===== config.mk =====
export PLATFORM = sky130hd
export DESIGN_NAME = mask_tile_engine
export DESIGN_NICKNAME = d
export VERILOG_FILES = /design/src/rtl/mask_pkg.sv /design/src/rtl/mask_roll_counters.sv /design/src/rtl/mask_expose_eval.sv /design/src/rtl/mask_tile_engine.sv
export SDC_FILE = /design/constraint.sdc
export NUM_CORES = 1
export LEC_CHECK = 0
export ABC_AREA = 1
export CAP_MARGIN = 20
export CELL_PAD_IN_SITES_DETAIL_PLACEMENT = 1
export CELL_PAD_IN_SITES_GLOBAL_PLACEMENT = 1
export CORE_UTILIZATION = 35
export DETAILED_ROUTE_END_ITERATION = 10
export GPL_ROUTABILITY_DRIVEN = 0
export PLACE_DENSITY = 0.73
export SLEW_MARGIN = 10
export SYNTH_ARGS = -nofsm -noshare
export SYNTH_HDL_FRONTEND = slang
export SYNTH_HIERARCHICAL = 1
export SYNTH_SLANG_ARGS = --single-unit
export TNS_END_PERCENT = 1

===== constraint.sdc =====
create_clock -name clk -period 2.6 [get_ports clk]
set_input_delay 0.78 -clock clk [delete_from_list [all_inputs] [get_ports clk]]
set_output_delay 0.78 -clock clk [all_outputs]
set_load 0.01 [all_outputs]

===== src/rtl/mask_pkg.sv =====
package mask_pkg;
    localparam int EXP_W   = 2;
    localparam int MAX_EXP = (1 << EXP_W) - 1;
    localparam int SUB_W   = 16;
    localparam int IDX_W   = 2 * MAX_EXP;

    typedef logic [EXP_W-1:0] exp_t;
    typedef logic [SUB_W-1:0] sub_t;
    typedef logic [MAX_EXP:0][MAX_EXP-1:0] mod_vec_t;

    function automatic exp_t clamp_exp(exp_t code, exp_t lim);
        return (code > lim) ? lim : code;
    endfunction
endpackage


===== src/rtl/mask_roll_counters.sv =====
module mask_roll_counters
    import mask_pkg::*;
#(
    parameter int POS_W = 10
) (
    input  logic             clk,
    input  logic             rst_n,
    input  logic             step_i,
    input  logic             wrap_i,
    input  logic [POS_W-1:0] pos_i,
    output mod_vec_t         mod_o
);
    // tile side 1: the in-tile offset is always zero
    assign mod_o[0] = '0;

    for (genvar k = 1; k <= MAX_EXP; k++) begin : g_size
        localparam logic [k-1:0] LIMIT = '1;
        logic [k-1:0] cnt_d, cnt_q;

        always_comb begin
            cnt_d = cnt_q;
            if (wrap_i) begin
                cnt_d = '0;
            end else if (step_i) begin
                cnt_d = (cnt_q == LIMIT) ? '0 : cnt_q + 1'b1;
            end
        end

        always_ff @(posedge clk or negedge rst_n) begin
            if (!rst_n) cnt_q <= '0;
            else        cnt_q <= cnt_d;
        end

        assign mod_o[k] = MAX_EXP'(cnt_q);

        // rollover counter stays equal to the position modulo 2^k
        a_r5_counter_tracks_pos: assert property (@(posedge clk) disable iff (!rst_n)
            cnt_q == pos_i[k-1:0]);
    end
endmodule


===== src/rtl/mask_expose_eval.sv =====
module mask_expose_eval
    import mask_pkg::*;
(
    input  sub_t     sub_i,
    input  exp_t     t_i,
    input  exp_t     m_i,
    input  mod_vec_t col_mod_i,
    input  mod_vec_t row_mod_i,
    output logic     expose_o
);
    logic [MAX_EXP-1:0] cm, rm;
    logic [IDX_W-1:0]   idx, phase, low_mask;
    logic [2:0]         gap;
    exp_t               span;

    always_comb begin
        cm       = col_mod_i[t_i];
        rm       = row_mod_i[t_i];
        idx      = IDX_W'(cm) | (IDX_W'(rm) << t_i);
        phase    = sub_i[IDX_W-1:0] & ~({IDX_W{1'b1}} << {m_i, 1'b0});
        span     = m_i - t_i;
        gap      = {span, 1'b0};
        low_mask = ~({IDX_W{1'b1}} << gap);
        expose_o = ((phase & low_mask) == '0) && ((phase >> gap) == idx);
    end
endmodule


===== src/rtl/mask_tile_engine.sv =====
module mask_tile_engine
    import mask_pkg::*;
#(
    parameter int COL_W = 10,
    parameter int ROW_W = 10
) (
    input  logic             clk,
    input  logic             rst_n,
    input  logic             enable_i,
    input  logic [COL_W-1:0] cfg_width_i,
    input  logic [ROW_W-1:0] cfg_height_i,
    input  logic [1:0]       cfg_max_exp_i,
    input  logic [1:0]       map_code_i,
    output logic [COL_W-1:0] map_col_o,
    output logic [ROW_W-1:0] map_row_o,
    output logic             mask_o,
    output logic             valid_o,
    output logic             eol_o,
    output logic             eof_o,
    output logic [15:0]      subframe_o,
    output logic             code_err_o
);
    typedef struct packed {
        logic [COL_W-1:0] col;
        logic [ROW_W-1:0] row;
        sub_t             sub;
        logic             mask;
        logic             valid;
        logic             eol;
        logic             eof;
        logic             err;
    } state_t;

    state_t   st_d, st_q;
    logic     last_col, last_row, expose, code_bad;
    exp_t     t_eff;
    mod_vec_t col_mod, row_mod;

    assign last_col = ({1'b0, st_q.col} + (COL_W+1)'(1)) >= {1'b0, cfg_width_i};
    assign last_row = ({1'b0, st_q.row} + (ROW_W+1)'(1)) >= {1'b0, cfg_height_i};
    assign code_bad = map_code_i > cfg_max_exp_i;
    assign t_eff    = clamp_exp(map_code_i, cfg_max_exp_i);

    mask_roll_counters #(.POS_W(COL_W)) i_col_cnt (
        .clk    (clk),
        .rst_n  (rst_n),
        .step_i (enable_i),
        .wrap_i (enable_i && last_col),
        .pos_i  (st_q.col),
        .mod_o  (col_mod)
    );

    mask_roll_counters #(.POS_W(ROW_W)) i_row_cnt (
        .clk    (clk),
        .rst_n  (rst_n),
        .step_i (enable_i && last_col),
        .wrap_i (enable_i && last_col && last_row),
        .pos_i  (st_q.row),
        .mod_o  (row_mod)
    );

    mask_expose_eval i_eval (
        .sub_i     (st_q.sub),
        .t_i       (t_eff),
        .m_i       (cfg_max_exp_i),
        .col_mod_i (col_mod),
        .row_mod_i (row_mod),
        .expose_o  (expose)
    );

    always_comb begin
        st_d       = st_q;
        st_d.valid = 1'b0;
        st_d.mask  = 1'b0;
        st_d.eol   = 1'b0;
        st_d.eof   = 1'b0;
        if (enable_i) begin
            st_d.valid = 1'b1;
            st_d.mask  = expose;
            st_d.eol   = last_col;
            st_d.eof   = last_col && last_row;
            st_d.err   = st_q.err || code_bad;
            if (last_col) begin
                st_d.col = '0;
                if (last_row) begin
                    st_d.row = '0;
                    st_d.sub = st_q.sub + 1'b1;
                end else begin
                    st_d.row = st_q.row + 1'b1;
                end
            end else begin
                st_d.col = st_q.col + 1'b1;
            end
        end
    end

    always_ff @(posedge clk or negedge rst_n) begin
        if (!rst_n) st_q <= '0;
        else        st_q <= st_d;
    end

    assign map_col_o  = st_q.col;
    assign map_row_o  = st_q.row;
    assign mask_o     = st_q.mask;
    assign valid_o    = st_q.valid;
    assign eol_o      = st_q.eol;
    assign eof_o      = st_q.eof;
    assign subframe_o = st_q.sub;
    assign code_err_o = st_q.err;

    // a pixel flagged as last in its row leaves the scan at column 0
    a_r3_eol_wraps_col: assert property (@(posedge clk) disable iff (!rst_n)
        (st_q.valid && st_q.eol) |-> (st_q.col == '0));

    // the subframe number only moves together with end of frame
    a_r4_sub_moves_on_eof: assert property (@(posedge clk) disable iff (!rst_n)
        (st_q.sub != $past(st_q.sub)) |-> (st_q.eof && st_q.valid));

    // the code error flag never clears on its own
    a_r8_err_sticky: assert property (@(posedge clk) disable iff (!rst_n)
        st_q.err |=> st_q.err);

    // an idle cycle emits nothing and keeps the scan position
    a_r9_idle_hold: assert property (@(posedge clk) disable iff (!rst_n)
        !enable_i |=> (!st_q.valid && $stable(st_q.col) && $stable(st_q.row)
                       && $stable(st_q.sub)));
endmodule


==> impl_metrics.json <==
{
  "period_needed_ns": 2.67,
  "hp-start": "code_err_o",
  "grt_usage_pct": 21.1,
  "core_area_sq_mm": 0.0120,
  "max-slew-margin-rel_pct": 58.6,
  "comb_power_share_pct": 43.3,
  "synthTopCellsByArea": "dfrtp_1 (31%), nand2_1 (18%), ha_1 (9.5%)",
  "clk_pin_slew_ns": 0.07,
  "synthAdderAreaFrac_pct": 9.55,
  "numPortBuffers": 67,
  "seq_power_share_pct": 31.9,
  "cp-end-kind": "flop",
  "start_util_pct": 36.0,
  "synth_top_cell_area_share_pct": 30.7,
  "cts_buffers": 5,
  "n_antenna_cell": 0,
  "yosysUniqueCellTypes": 38,
  "power.leakage_nw": 3.09,
  "stdcell_count": 882,
  "cpPeakStageDelay_ns": 0.36,
  "rsz0062_at_grt": "true",
  "vias": 4363,
  "cp-start-kind": "flop",
  "grt_max_degree": 31,
  "clk_latency_ns": 0.30,
  "routed_wl_microns": 12900,
  "r2r_start": "map_col_o[4]",
  "clk_path_buf_depth": 2,
  "die_h_microns": 113,
  "status": "complete, but fails checks",
  "p_int_mw": 2.27,
  "worstSetupStartpoint": "map_col_o[4]",
  "grt_pass1_wl_microns": 22000,
  "die_area_sq_mm": 0.0128,
  "yosys_warnings": 6,
  "rr_worst_depth": 15,
  "drtIter0Drc": 123,
  "die_w_microns": 113,
  "cp_slowest_cell": "dfrtp_1",
  "vias_per_cell": 4.95,
  "synth.avg_cell_area_sq_um": 7.00,
  "timing.hold.ws_ns": 0.483,
  "stdcell_area_sq_mm": 0.00596,
  "fin_skew_ns": 0.00501,
  "wl_per_cell_microns": 14.6,
  "finalPower_mw": 3.55,
  "crit_type": "flop to flop",
  "required_ns": 2.79,
  "finalSetupViolCount": 29,
  "p_switching_mw": 1.29,
  "cellPowerDensity_mw_per_mm2": 596,
  "failed_checks": "setup timing",
  "synth_simple_gate_area_share_pct": 36.1,
  "cp.arrival_ns": 2.85,
  "cap_violations": 0,
  "antenna_found_initial": 0,
  "layout_commonest_cell": "nand2_1",
  "finalMaxSlewViolations": 0,
  "area_delta_synth_final_pct": 37.8,
  "fin_ws_ns": -0.0660,
  "power.share.clock_pct": 24.8,
  "place_area_sq_mm": 0.00537,
  "min_path_cells": 1,
  "finalHoldViolCount": 0,
  "synth_top_family_by_area": "simple AND/OR/NAND/NOR gates",
  "layout_common_cells": "nand2_1 (201), inv_1 (68), clkdlybuf4s50_1 (62), nand3_1 (58), dfrtp_1 (52)",
  "yosys_register_bits": 53,
  "htreeDepth": 2,
  "rows": 40,
  "vdd_drop_max_mv": 0.475,
  "clkSinkCount": 53,
  "path_cells": "inv_1 > nor3_2 > nand2_1 > nor2_1 > nand3_1 > nand2_1 > inv_1 > ha_1 > and3_1 > nand2_2 > a21oi_4 > buf_6 > inv_1 > nand3_1 > nand2_1",
  "drc": 0,
  "dpl.hpwl_microns": 9360,
  "min_path_type": "flop to flop",
  "synth_mux_area_share_pct": 0.231,
  "ant_nets": 0,
  "firstDrtPassIters": 4,
  "tightestPinTransition_ns": 0.621,
  "dp.cells": 856,
  "syn-cell-area_sq_mm": 0.00432,
  "p_sw_share_pct": 36.2,
  "synthCells": 618,
  "synth-compound-area-share_pct": 5.06,
  "cts_tree": "yes",
  "fmax_ghz": 0.375,
  "grt_pass1_vias": 4640,
  "drive_gt1_share_pct": 18.8,
  "cts_root_buffer": "clkbuf_16",
  "fin_util_pct": 49.6,
  "yosys.area.top_type": "dfrtp_1",
  "synthXorXnorAreaFrac_pct": 5.67,
  "ys_seq_area_share_pct": 30.7,
  "num_io_pins": 68,
  "overflow": 0,
  "layout.nets": 794,
  "period_share_pct": 103,
  "cp_max_fo": 6
}
## final cells by class
class                      count  area, sq um
clock buffer                   5          125
clock inverter                 3         68.8
fill                        1488         6050
inverter                      81          325
multi-input combinational    465         2710
sequential                    53         1330
tap                          147          184
timing repair buffer         128         1220
## power groups by stage
stage,Combinational (mW),Sequential [mW],Clock (mW)
global route,1.73,1.16,0.926
detailed placement,1.38,1.14,0
floorplan,0.806,1.16,0
finish,1.54,1.13,0.882
CTS,1.51,1.13,0.903
global placement,1.29,1.13,0
## critical path: cells and delay by family (launching register included)
family	cells	cell delay [ns]
DFF	1	0.36
and+or+nand+nor	9	1.22
AOI/OAI and AO/OA	1	0.27
buffers and inverters	4	0.44
adders and majority gates	1	0.26
## per-stage QoR
step | setup TNS (ns) | setup slack [ns]
6_report | -0.591 | -0.0660
5_1_grt | -7.04 | -0.222
4_1_cts | -1.46 | -0.0773
3_5_place_dp | -8.77 | -0.926
3_3_place_gp | -7.30 | -0.767
2_1_floorplan | -0.321 | -0.0810
## path summary, 6_finish.rpt
kind / slack (ns) / end
max reg2reg: -0.07 / i_col_cnt/g_size[2].cnt_q[0]
min: 0.48 / code_err_o
max: -0.07 / i_col_cnt/g_size[2].cnt_q[0]
max in group asynchronous: 1.51 / i_col_cnt/g_size[2].cnt_q[0]
min in group asynchronous: 0.49 / map_col_o[8]
min reg2reg: 0.48 / code_err_o
## logic make-up (layout without fill, tap and decap cells)
logic type	Yosys count	count (layout)
AOI/OAI and AO/OA	37	37
xor gates and xnor gates	28	28
adders and majority gates	33	33
buffers and inverters	110	217
DFF	53	53
muxes	1	1
other	2	12
and+or+nand+nor	354	354
## metal layers
metal / track usage (%) / routed length, microns
met4: 4.12 / 101
met2: 40.3 / 6800
met5: 0 / 0
met1: 25.3 / 5650
met3: 2.46 / 328
## cell usage after synthesis (all sizes together)
cell    count
nand2     214
dfrtp      53
clkinv      1
o211ai      1
o21bai      1
nor3        4
o21ai      13
nand4      17
a21o        1
xnor2      11
a21oi      13
buf        26
ha         33
nand3b      3
clkbuf      3
and3        2
conb        2
o22ai       7
nor2       47
mux2i       1
inv        80
a21boi      1
nand3      67
xor2       17
## sequential cells by signal, summed over array words and instances (netlist names)
register	cells
subframe_o	16
map_col_o	10
map_row_o	10
i_col_cnt/g_size.cnt_q	6
i_row_cnt/g_size.cnt_q	6
code_err_o	1
eof_o	1
eol_o	1
mask_o	1
valid_o	1
## timing repair
item                       CTS  global route
pin swaps                   34             6
hold buffers                 0             0
setup buffers               15             2
gates resized for setup     66             9
gates cloned                 1             0
setup endpoints to repair   40            49
Note: power is estimated with default switching activity, not from simulation.
